### src/rtl/tls_pkg.sv
package tls_pkg;
    localparam int ADDR_W    = 64;
    localparam int CCR_W     = 8;
    localparam int ASI_W     = 8;
    localparam int STAT_W    = 12;
    localparam int WP_W      = 8;
    localparam int TT_W      = 9;
    localparam int PAD_W     = 4;
    localparam int SW_W      = CCR_W + ASI_W + PAD_W + STAT_W + WP_W;

    // status word bit positions
    localparam int ST_ALTG    = 0;
    localparam int ST_PRIV    = 2;
    localparam int ST_FPEN    = 4;
    localparam int ST_REDUCED = 5;

    // vector layout
    localparam int VEC_LOW_W    = 15;
    localparam int VEC_NEST_BIT = 14;
    localparam int VEC_TT_LSB   = 5;

    typedef struct packed {
        logic [SW_W-1:0]   sw;
        logic [ADDR_W-1:0] pc;
        logic [ADDR_W-1:0] npc;
        logic [TT_W-1:0]   tt;
    } frame_t;

    function automatic logic [SW_W-1:0] pack_sw(
        input logic [CCR_W-1:0]  ccr,
        input logic [ASI_W-1:0]  asi,
        input logic [STAT_W-1:0] st,
        input logic [WP_W-1:0]   wp
    );
        return {ccr, asi, {PAD_W{1'b0}}, st, wp};
    endfunction
endpackage

### src/rtl/tls_entry_calc.sv
module tls_entry_calc
    import tls_pkg::*;
#(
    parameter int MAXTL = 5,
    parameter int LVL_W = 3
) (
    input  logic [LVL_W-1:0]  lvl,
    input  logic [TT_W-1:0]   tt,
    input  logic [ADDR_W-1:0] tbase,
    output logic [ADDR_W-1:0] vector,
    output logic [STAT_W-1:0] entry_status,
    output logic [LVL_W-1:0]  lvl_next,
    output logic              at_max
);
    logic              nested;
    logic              reduced;
    logic [VEC_LOW_W-1:0] unused_tbase_low;

    assign unused_tbase_low = tbase[VEC_LOW_W-1:0];

    always_comb begin
        nested  = int'(lvl) > 1;
        reduced = int'(lvl) >= MAXTL - 1;
        at_max  = int'(lvl) == MAXTL;
        vector  = {tbase[ADDR_W-1:VEC_LOW_W], nested, tt, {VEC_TT_LSB{1'b0}}};
        entry_status = '0;
        entry_status[ST_FPEN]    = 1'b1;
        entry_status[ST_PRIV]    = 1'b1;
        entry_status[ST_ALTG]    = 1'b1;
        entry_status[ST_REDUCED] = reduced;
        lvl_next = at_max ? lvl : lvl + LVL_W'(1);
    end
endmodule

### src/rtl/tls_frame_store.sv
module tls_frame_store
    import tls_pkg::*;
#(
    parameter int DEPTH = 5,
    parameter int IDX_W = 3
) (
    input  logic             clk,
    input  logic             rst_n,
    input  logic             wr_en,
    input  logic [IDX_W-1:0] wr_idx,
    input  frame_t           wr_frame,
    input  logic [IDX_W-1:0] rd_idx,
    output frame_t           rd_frame
);
    frame_t slot_q [DEPTH];

    for (genvar g = 0; g < DEPTH; g++) begin : g_slot
        always_ff @(posedge clk) begin
            if (!rst_n) begin
                slot_q[g] <= '0;
            end else if (wr_en && int'(wr_idx) == g) begin
                slot_q[g] <= wr_frame;
            end
        end
    end

    always_comb begin
        rd_frame = '0;
        for (int i = 0; i < DEPTH; i++) begin
            if (int'(rd_idx) == i) begin
                rd_frame = slot_q[i];
            end
        end
    end
endmodule

### src/rtl/trap_level_stack.sv
module trap_level_stack
    import tls_pkg::*;
#(
    parameter int MAXTL = 5
) (
    input  logic              clk,
    input  logic              rst_n,
    input  logic              trap_req,
    input  logic              done_req,
    input  logic              retry_req,
    input  logic [TT_W-1:0]   trap_type,
    input  logic [ADDR_W-1:0] cur_pc,
    input  logic [ADDR_W-1:0] cur_npc,
    input  logic [CCR_W-1:0]  cur_ccr,
    input  logic [ASI_W-1:0]  cur_asi,
    input  logic [STAT_W-1:0] cur_status,
    input  logic [WP_W-1:0]   cur_wp,
    input  logic [ADDR_W-1:0] cur_tbase,
    output logic [2:0]        level_o,
    output logic [ADDR_W-1:0] nxt_pc,
    output logic [ADDR_W-1:0] nxt_npc,
    output logic [CCR_W-1:0]  nxt_ccr,
    output logic [ASI_W-1:0]  nxt_asi,
    output logic [STAT_W-1:0] nxt_status,
    output logic [WP_W-1:0]   nxt_wp,
    output logic [ADDR_W-1:0] nxt_tbase,
    output logic [TT_W-1:0]   top_tt,
    output logic              upd_o,
    output logic              err_o
);
    localparam int LVL_W = $clog2(MAXTL + 1);

    typedef struct packed {
        logic [LVL_W-1:0]  level;
        logic [ADDR_W-1:0] pc;
        logic [ADDR_W-1:0] npc;
        logic [ADDR_W-1:0] tbase;
        logic [CCR_W-1:0]  ccr;
        logic [ASI_W-1:0]  asi;
        logic [STAT_W-1:0] status;
        logic [WP_W-1:0]   wp;
        logic              upd;
        logic              err;
    } state_t;

    state_t st_d, st_q;

    logic [ADDR_W-1:0] vector;
    logic [STAT_W-1:0] entry_status;
    logic [LVL_W-1:0]  lvl_next;
    logic              at_max;
    logic              push_en;
    frame_t            push_frame;
    frame_t            top_frame;
    logic [LVL_W-1:0]  top_idx;
    logic [PAD_W-1:0]  unused_pad;

    assign top_idx    = st_q.level - LVL_W'(1);
    assign unused_pad = top_frame.sw[WP_W+STAT_W +: PAD_W];

    tls_entry_calc #(.MAXTL(MAXTL), .LVL_W(LVL_W)) u_entry (
        .lvl          (st_q.level),
        .tt           (trap_type),
        .tbase        (cur_tbase),
        .vector       (vector),
        .entry_status (entry_status),
        .lvl_next     (lvl_next),
        .at_max       (at_max)
    );

    tls_frame_store #(.DEPTH(MAXTL), .IDX_W(LVL_W)) u_store (
        .clk      (clk),
        .rst_n    (rst_n),
        .wr_en    (push_en),
        .wr_idx   (st_q.level),
        .wr_frame (push_frame),
        .rd_idx   (top_idx),
        .rd_frame (top_frame)
    );

    always_comb begin
        st_d       = st_q;
        st_d.upd   = 1'b0;
        st_d.err   = 1'b0;
        push_en    = 1'b0;
        push_frame.sw  = pack_sw(cur_ccr, cur_asi, cur_status, cur_wp);
        push_frame.pc  = cur_pc;
        push_frame.npc = cur_npc;
        push_frame.tt  = trap_type;

        if (trap_req) begin
            if (at_max) begin
                st_d.err = 1'b1;
            end else begin
                push_en     = 1'b1;
                st_d.level  = lvl_next;
                st_d.pc     = vector;
                st_d.npc    = vector + ADDR_W'(4);
                st_d.tbase  = vector;
                st_d.status = entry_status;
                st_d.ccr    = cur_ccr;
                st_d.asi    = cur_asi;
                st_d.wp     = cur_wp;
                st_d.upd    = 1'b1;
            end
        end else if (done_req || retry_req) begin
            if (st_q.level == '0) begin
                st_d.err = 1'b1;
            end else begin
                st_d.level  = top_idx;
                st_d.pc     = done_req ? top_frame.npc : top_frame.pc;
                st_d.npc    = done_req ? top_frame.npc + ADDR_W'(4) : top_frame.npc;
                st_d.ccr    = top_frame.sw[SW_W-1 -: CCR_W];
                st_d.asi    = top_frame.sw[SW_W-CCR_W-1 -: ASI_W];
                st_d.status = top_frame.sw[WP_W +: STAT_W];
                st_d.wp     = top_frame.sw[WP_W-1:0];
                st_d.tbase  = cur_tbase;
                st_d.upd    = 1'b1;
            end
        end
    end

    always_ff @(posedge clk) begin
        if (!rst_n) begin
            st_q <= '0;
        end else begin
            st_q <= st_d;
        end
    end

    assign level_o    = 3'(st_q.level);
    assign nxt_pc     = st_q.pc;
    assign nxt_npc    = st_q.npc;
    assign nxt_ccr    = st_q.ccr;
    assign nxt_asi    = st_q.asi;
    assign nxt_status = st_q.status;
    assign nxt_wp     = st_q.wp;
    assign nxt_tbase  = st_q.tbase;
    assign upd_o      = st_q.upd;
    assign err_o      = st_q.err;
    assign top_tt     = (st_q.level == '0) ? '0 : top_frame.tt;
endmodule

### config.mk
export PLATFORM = sky130hd
export DESIGN_NAME = trap_level_stack
export DESIGN_NICKNAME = d
export VERILOG_FILES = /design/src/rtl/tls_pkg.sv /design/src/rtl/tls_entry_calc.sv /design/src/rtl/tls_frame_store.sv /design/src/rtl/trap_level_stack.sv
export SDC_FILE = /design/constraint.sdc
export NUM_CORES = 2
export LEC_CHECK = 0
export ABC_AREA = 1
export BUFFER_PORTS_ARGS = -buffer_cell sky130_fd_sc_hd__buf_2
export CAP_MARGIN = 5
export CORE_MARGIN = 2
export CORE_UTILIZATION = 55
export CTS_CLUSTER_SIZE = 25
export DETAILED_ROUTE_END_ITERATION = 16
export PLACE_DENSITY_LB_ADDON = 0.25
export SYNTH_ARGS = -nofsm -noshare
export SYNTH_HDL_FRONTEND = slang
export SYNTH_SLANG_ARGS = --single-unit
### constraint.sdc
create_clock -name clk -period 16.32 [get_ports clk]
set_clock_uncertainty 0.05 [all_clocks]
set_input_delay 0.816 -clock clk [delete_from_list [all_inputs] [get_ports clk]]
set_output_delay 0.816 -clock clk [all_outputs]
set_load 0.02 [all_outputs]
Word-level counts from Yosys, hierarchy flattened --
Memories as Yosys holds them, arrays and structs flattened. Cells that the tools add are included.
Word-level totals: bits in registers 233, memory bits (writable) 865, input bits 242, output and inout port bits 242, word-level logic and storage cells 81, memories 1
Memory list:
- u_store.slot_q | depth 5, bits a word 173, read ports 5, clocked after Yosys merged registers in 0, write ports 5, line tls_frame_store.sv:15 | frame_t slot_q [DEPTH];
Cells by class: add/sub/neg operators 4, $lt $le $gt $ge 2, eq/ne operators 11, multiplexer cells 37, bitwise logic cells 5, reduce and logical (&&, ||, !) cells 11
Operators with widths (count):
- 177-bit 2-to-1 mux | 5
- 173-bit 2-to-1 mux | 5
- 233-bit 2-to-1 mux | 2
- 232-bit 2-to-1 mux | 2
- 64-bit by 3-bit adder with 64-bit output, second input constant | 2
- 64-bit 2-to-1 mux | 2
- 3-bit == test, second input constant | 7
- 1-bit 2-to-1 mux | 20
- 3-bit logical NOT | 3
- 9-bit 2-to-1 mux | 1
- 3-bit by 2-bit == test with 1-bit output, second input constant | 2
- 1-bit logical AND | 5
- 1-bit bitwise OR | 5
- 2-bit != test, second input constant | 2
- 3-bit by 1-bit adder with 3-bit output, second input constant | 1
- 3-bit >= comparator, second input constant | 1
- 3-bit by 1-bit > comparator with 1-bit output, second input constant | 1
- 3-bit AND reduction | 1
- 3-bit by 1-bit subtractor with 3-bit output, second input constant | 1
- 2-bit nonzero test | 1
- 1-bit logical OR | 1

Longest topological paths before layout --
depth after elaboration 12, gate-level depth with buffers 19, gate-level depth less buffers 18

By module --
Synthesis repeated with hierarchy kept, for this count alone.
Unflattened totals: cell total of the unflattened synthesis 6309, area, all modules 53802.9 um2
Modules (own cells, without submodules):
- tls_frame_store | times used 1, cells an instance 3819, area each 38680.8 um2, sequential area each 26575.5 um2
- trap_level_stack | times used 1, cells an instance 2391, area each 14431.3 um2, sequential area each 4664.5 um2
- tls_entry_calc | times used 1, cells an instance 99, area each 690.7 um2, sequential area each 0.0 um2

Least setup slack after synthesis --
OpenSTA, ideal clock, no wires.
path type reg-to-reg, start point register st_q (netlist bit level_o[0]), end point memory u_store.slot_q[1][0] (netlist bit) (enable), setup time 0.945 ns, arrival time 14.038 ns, required time 15.325 ns, setup slack 1.287 ns, cell stages (with the launch flop) 10, buffers on the path 5, clock period less this slack 15.033 ns, path through dfxtp_1 > buf_6 > nand2_1 > nor2_2 > buf_4 > buf_2 > buf_1 > clkbuf_1 > inv_1 > o21ai_0
RTL lines:
- start: declaration | line trap_level_stack.sv:46 | state_t st_d, st_q;
- start signal: assignment | line trap_level_stack.sv:127 | st_q <= st_d;
- end: declaration | line tls_frame_store.sv:15

Final worst setup path --
start point register st_q (netlist bit level_o[0]), end point register st_q (netlist bit nxt_status[2])
On the way: word-level cells in the longest chain between the ends 10
Ends and longest elaborated chain:
- 3-bit by 1-bit subtractor with 3-bit output | line trap_level_stack.sv:58 | assign top_idx = st_q.level - LVL_W'(1);
- 3-bit logical NOT | line tls_frame_store.sv:30 | if (int'(rd_idx) == i) begin
- 177-bit 2-to-1 mux (5 in a row) | line tls_frame_store.sv:30
- 232-bit 2-to-1 mux | line trap_level_stack.sv:107 | if (st_q.level == '0) begin
- 233-bit 2-to-1 mux | line trap_level_stack.sv:106 | end else if (done_req || retry_req) begin
- 233-bit 2-to-1 mux | line trap_level_stack.sv:91 | if (trap_req) begin
Several ways; a longest one is shown, not always the timed one. The select of a mux whose other input is x is not followed. A chain may end at the register's enable or synchronous reset.

==> impl.org <==
** Power
- Dividing total power by cell area gives a power density of 120 mW/mm^2.
- IR analysis of the VDD net gives a maximum drop of 90.6 uV.
- Standby leakage power :: 22.7 nW
- Overall power of the completed layout :: 6.58 mW

** Yosys
- Total nets after synthesis :: 5237
- The number of different library cells used by synthesis comes to 41.
- In the synthesized netlist, the number of instances is 4993.
- In the post-synthesis netlist, the biggest area contributors are sky130_fd_sc_hd__edfxtp_1 (54%), sky130_fd_sc_hd__dfxtp_1 (9.7%), sky130_fd_sc_hd__nor2_1 (9.5%), sky130_fd_sc_hd__nand2_1 (6.7%), sky130_fd_sc_hd__nand3_1 (3.2%).
- Combinational family with the most area after synthesis :: simple AND/OR/NAND/NOR gates
- Summing the areas of all and, or, nand and nor instances in the mapped netlist gives 21.8% of the synthesized area.
- During synthesis, Yosys emitted a total of 0 warnings.
- Sequential cell area fraction in the yosys report :: 63.7%
- Area share of xor/xnor cells in the synthesized design :: 0.0546%
- Total standard cell area after synthesis :: 0.0481 sq mm
- Measured against the total synthesized area, the mux share comes to 0%.
- Synth top area share :: 54.0%
- Adder and majority cell fraction of the synthesized area :: 0.0520%
- Synthesized flop and latch total :: 1098
- The biggest area contributor in the post-synthesis netlist is sky130_fd_sc_hd__edfxtp_1.
- The synthesized netlist devotes 9.03% of its cell area to compound gates.
- In this run the mean area of a mapped cell was 9.64 sq um.

** Worst setup path
- Walking the worst path, the cells encountered are buf_4 -> nor2_4 -> inv_1 -> nor2_1 -> inv_1 -> nand2_2 -> buf_4 -> inv_4 -> nor2_4 -> buf_12 -> inv_2 -> buf_4 -> o21ai_0 -> a21oi_1.
- At the worst endpoint, the required time is 16.86 ns.
- Setup slack, reg-to-reg :: 10.59 ns
- STA classifies the critical path startpoint as a flip-flop.
- Cell repeated most along the worst path :: sky130_fd_sc_hd__buf_4
- For the worst flop-to-flop path, the logic depth is 14.
- STA classifies the critical path endpoint as a flip-flop.
- Stage delay of the slowest cell on the critical path :: 0.86 ns
- The most critical setup path has its startpoint at level_o[0]$_SDFFE_PN0P_.
- End of the worst register-to-register path :: nxt_status[2]$_SDFFE_PN0P_
- STA puts the critical path data arrival time at 6.28 ns.
- The critical path is of the reg2reg type.
- In this run the critical register-to-register path is launched from level_o[0]$_SDFFE_PN0P_.
- Library cell contributing the largest single delay on the critical path :: sky130_fd_sc_hd__nor2_4
- In this run the worst path has a maximum fanout of 201.

** CTS
- Clock insertion delay at the later pin of the skew report :: 0.71 ns
- Once the clock tree was built, the resizer swapped 0 gates to a different size.
- CTS placed an instance of sky130_fd_sc_hd__clkbuf_16 at the clock tree root.
- TritonCTS clock tree :: built
- # clock sinks :: 1098
- The H-tree generated during clock tree synthesis spans 3 levels.
- Cts bufs inserted :: 112
- Hold repair after CTS inserted 0 buffers.
- Counting along the longest clock path gives a buffer depth of 3.
- Post-CTS timing repair inserted 0 buffers for setup.
- After clock tree synthesis, the clock-pin slew on the worst setup and hold paths is 0.06 ns.

** STA
- Slew of the pin with the lowest slew margin :: 1.12 ns
- Measured against its own limit, the worst slew margin works out to 25.3%.
- In the final timing run, aggregate negative setup slack is 0 ns.
- Final worst slack :: 10.59 ns
- Ratio of final minimum period to clock period :: 35.1%
- Achievable clock frequency :: 0.174 GHz
- The count of pins over their slew limit is 0.
- For the finished layout, the period the worst path requires is 5.73 ns.
- On the final layout, the worst hold slack is 0.303 ns.
- Final hold vios :: 0
- RSZ-0062 raised after global routing :: no
- Number of endpoints failing setup at the final stage :: 0

** Flow run
- Total of max-cap violations :: 0

** Die
- Once the floorplan was initialized, standard cells occupied 55.5% of the core.
- I/O Pins :: 484
- The die is 300 um wide.
- The die covers 0.0899 sq mm.
- The die is 300 um tall.
- After floorplanning, the core was sized to cover 0.0868 sq mm.
- The floorplan has 108 rows.

** GRT
- Maximum number of pins on one net before global-route repair :: 202
- Total routing resource utilization after global routing :: 36.6%
- The global routing stage identified its most utilized layer as met2.
- The first global-routing pass estimated 243000 um of wire.
- Initial antenna violation count :: 11
- Global-route congestion overflow total :: 0
- For this run, global-route usage on met1 was measured as 50.2%.
- Number of global-route vias before repair :: 36700
- Global Route met2 Usage :: 57.4%
- Global routing used 6.34% of the available met3 tracks.

** Drt
- In this run the remaining antenna-violating nets after routing total 0.
- Number of DRC markers after the initial detailed-route iteration :: 5171
- After detailed routing, the number of vias per cell comes to 6.06.
- For this run, design rule violations remaining after detail routing come to 0.
- Drt wl/cell :: 25.5 um
- The first detailed-routing pass ran for 6 iterations.
- The routed layout has 39800 vias.
- Total routed wirelength :: 168000 um

** Placed design
- At the end of routability-driven placement, the weighted congestion stood at 0.978.
- Instance area after placement :: 0.0512 sq mm
- Worst slack at placement :: 10.67 ns
- Buffers on Ports :: 483
- DP Wirelength :: 106000 um

** Cells and area
- Final std cell area, no fill :: 0.0550 sq mm
- In the final layout, the share of cells above drive strength 1 is 15.1%.
- Compared with the post-synthesis result, the final layout area differs by 14.2%.
- The final layout contains 5568 nets.

** Run status
- Run status :: completed

** Hold path
- The worst hold path begins at cur_tbase[4].
- The worst hold path terminates at nxt_tbase[4]$_SDFFE_PN0P_.
- The worst hold path belongs to the class in2reg.
- The worst hold path was traced through 3 stages.
==> how the worst max path moves through the flow <==
stage                                                    end  slack (ns)  cells past startpoint
after global placement            nxt_status[0]$_SDFFE_PN0P_       10.84                     14
final                             nxt_status[2]$_SDFFE_PN0P_       10.59                     14
after detailed placement          nxt_status[2]$_SDFFE_PN0P_       10.67                     14
after floorplan           u_store.slot_q[1][0]$_SDFFCE_PN0P_        1.29                      9
after global routing              nxt_status[2]$_SDFFE_PN0P_       10.27                     14
after CTS                         nxt_status[2]$_SDFFE_PN0P_       10.69                     14
==> per-stage QoR <==
step	std cells	utilization (%)
global route	6571	63.3
global placement	6365	59.0
floorplan	4993	-
CTS	6571	63.3
detailed placement	6365	59.0
finish	6575	63.3
==> critical path, delay by kind of cell, from the launching register on <==
| family | cells | cell delay (ns) |
|---|---|---|
| buffers and inverters | 8 | 2.97 |
| AO/OA/AOI/OAI | 2 | 0.34 |
| AND/OR/NAND/NOR | 4 | 1.73 |
| flip-flops | 1 | 0.31 |
==> metal layers <==
layer	up-vias	share of wire (%)
li1	17600	-
met1	19200	38
met2	2639	46
met3	353	11
met4	14	5.1
met5	-	0.055
==> registers in the layout, summed over array words and instances (netlist names) <==
register        flops
u_store.slot_q    865
nxt_npc            64
nxt_pc             64
nxt_tbase          64
nxt_status         12
nxt_asi             8
nxt_ccr             8
nxt_wp              8
level_o             3
err_o               1
upd_o               1
==> synth_stat cells <==
cell type	count
sky130_fd_sc_hd__a221oi_1	14
sky130_fd_sc_hd__clkbuf_1	214
sky130_fd_sc_hd__o22ai_1	1
sky130_fd_sc_hd__nor2_2	37
sky130_fd_sc_hd__xor2_1	3
sky130_fd_sc_hd__a21oi_1	149
sky130_fd_sc_hd__buf_2	50
sky130_fd_sc_hd__nand3_1	304
sky130_fd_sc_hd__nand3b_1	1
sky130_fd_sc_hd__o221ai_1	6
sky130_fd_sc_hd__a22oi_1	99
sky130_fd_sc_hd__clkinv_1	3
sky130_fd_sc_hd__nand2_1	854
sky130_fd_sc_hd__o31ai_1	1
sky130_fd_sc_hd__a31oi_1	158
sky130_fd_sc_hd__nor2_4	17
sky130_fd_sc_hd__inv_2	5
sky130_fd_sc_hd__and2_1	4
sky130_fd_sc_hd__nand2_2	10
sky130_fd_sc_hd__or2_2	9
sky130_fd_sc_hd__ha_1	2
sky130_fd_sc_hd__o211ai_1	42
sky130_fd_sc_hd__a311oi_1	1
sky130_fd_sc_hd__buf_4	13
sky130_fd_sc_hd__nand3_2	10
sky130_fd_sc_hd__nor4_1	1
sky130_fd_sc_hd__o21a_1	2
sky130_fd_sc_hd__buf_8	1
sky130_fd_sc_hd__nor3_2	2
sky130_fd_sc_hd__nor2_1	1220
sky130_fd_sc_hd__inv_1	304
sky130_fd_sc_hd__buf_6	11
sky130_fd_sc_hd__o21ai_1	15
sky130_fd_sc_hd__o21ai_0	172
sky130_fd_sc_hd__buf_1	31
sky130_fd_sc_hd__nand4_1	76
sky130_fd_sc_hd__edfxtp_1	865
sky130_fd_sc_hd__o21bai_1	35
sky130_fd_sc_hd__nor3_1	4
sky130_fd_sc_hd__a32o_1	14
sky130_fd_sc_hd__dfxtp_1	233
==> where the power goes <==
part / switching, mW / internal, mW / leakage, nW / total [mW]
sequential: 0.0665 / 3.20 / 11.0 / 3.27
clock: 1.12 / 1.50 / 1.84 / 2.62
combinational: 0.537 / 0.158 / 9.84 / 0.695
total: 1.72 / 4.86 / 22.7 / 6.58
==> logic make-up after synthesis <==
family / after synthesis
and+or+nand+nor: 2549
DFF: 1098
AOI/OAI and AO/OA: 709
buffers and inverters: 632
xor gates and xnor gates: 3
adders and majority gates: 2
==> cells in the final DEF (no fill, tap or decap), drive strengths merged <==
cell type,n
o21a,2
clkbuf,150
diode,4
nor4,1
a21oi,149
o211ai,42
o22ai,1
clkinvlp,3
bufinv,8
edfxtp,865
a32o,14
nor3,6
and2,4
nand3,314
a311oi,1
o221ai,6
o31ai,1
dfxtp,233
clkinv,44
o21bai,35
nand3b,1
a221oi,14
nand4,76
a22oi,99
or2,9
nor2,1274
a31oi,158
xor2,3
ha,2
nand2,864
o21ai,187
buf,537
inv,313
==> layout make-up <==
type                    count  area (sq um)
diodes                      4          10.0
clock buffers             150          3180
clock inverters            56           574
fillers                  7152         31800
inverters                 312          1190
multi-input cells        3263         15000
flip-flops and latches   1098         30600
well taps                1155          1450
repair buffers            537          2880
(Power assumes the default switching activity.)
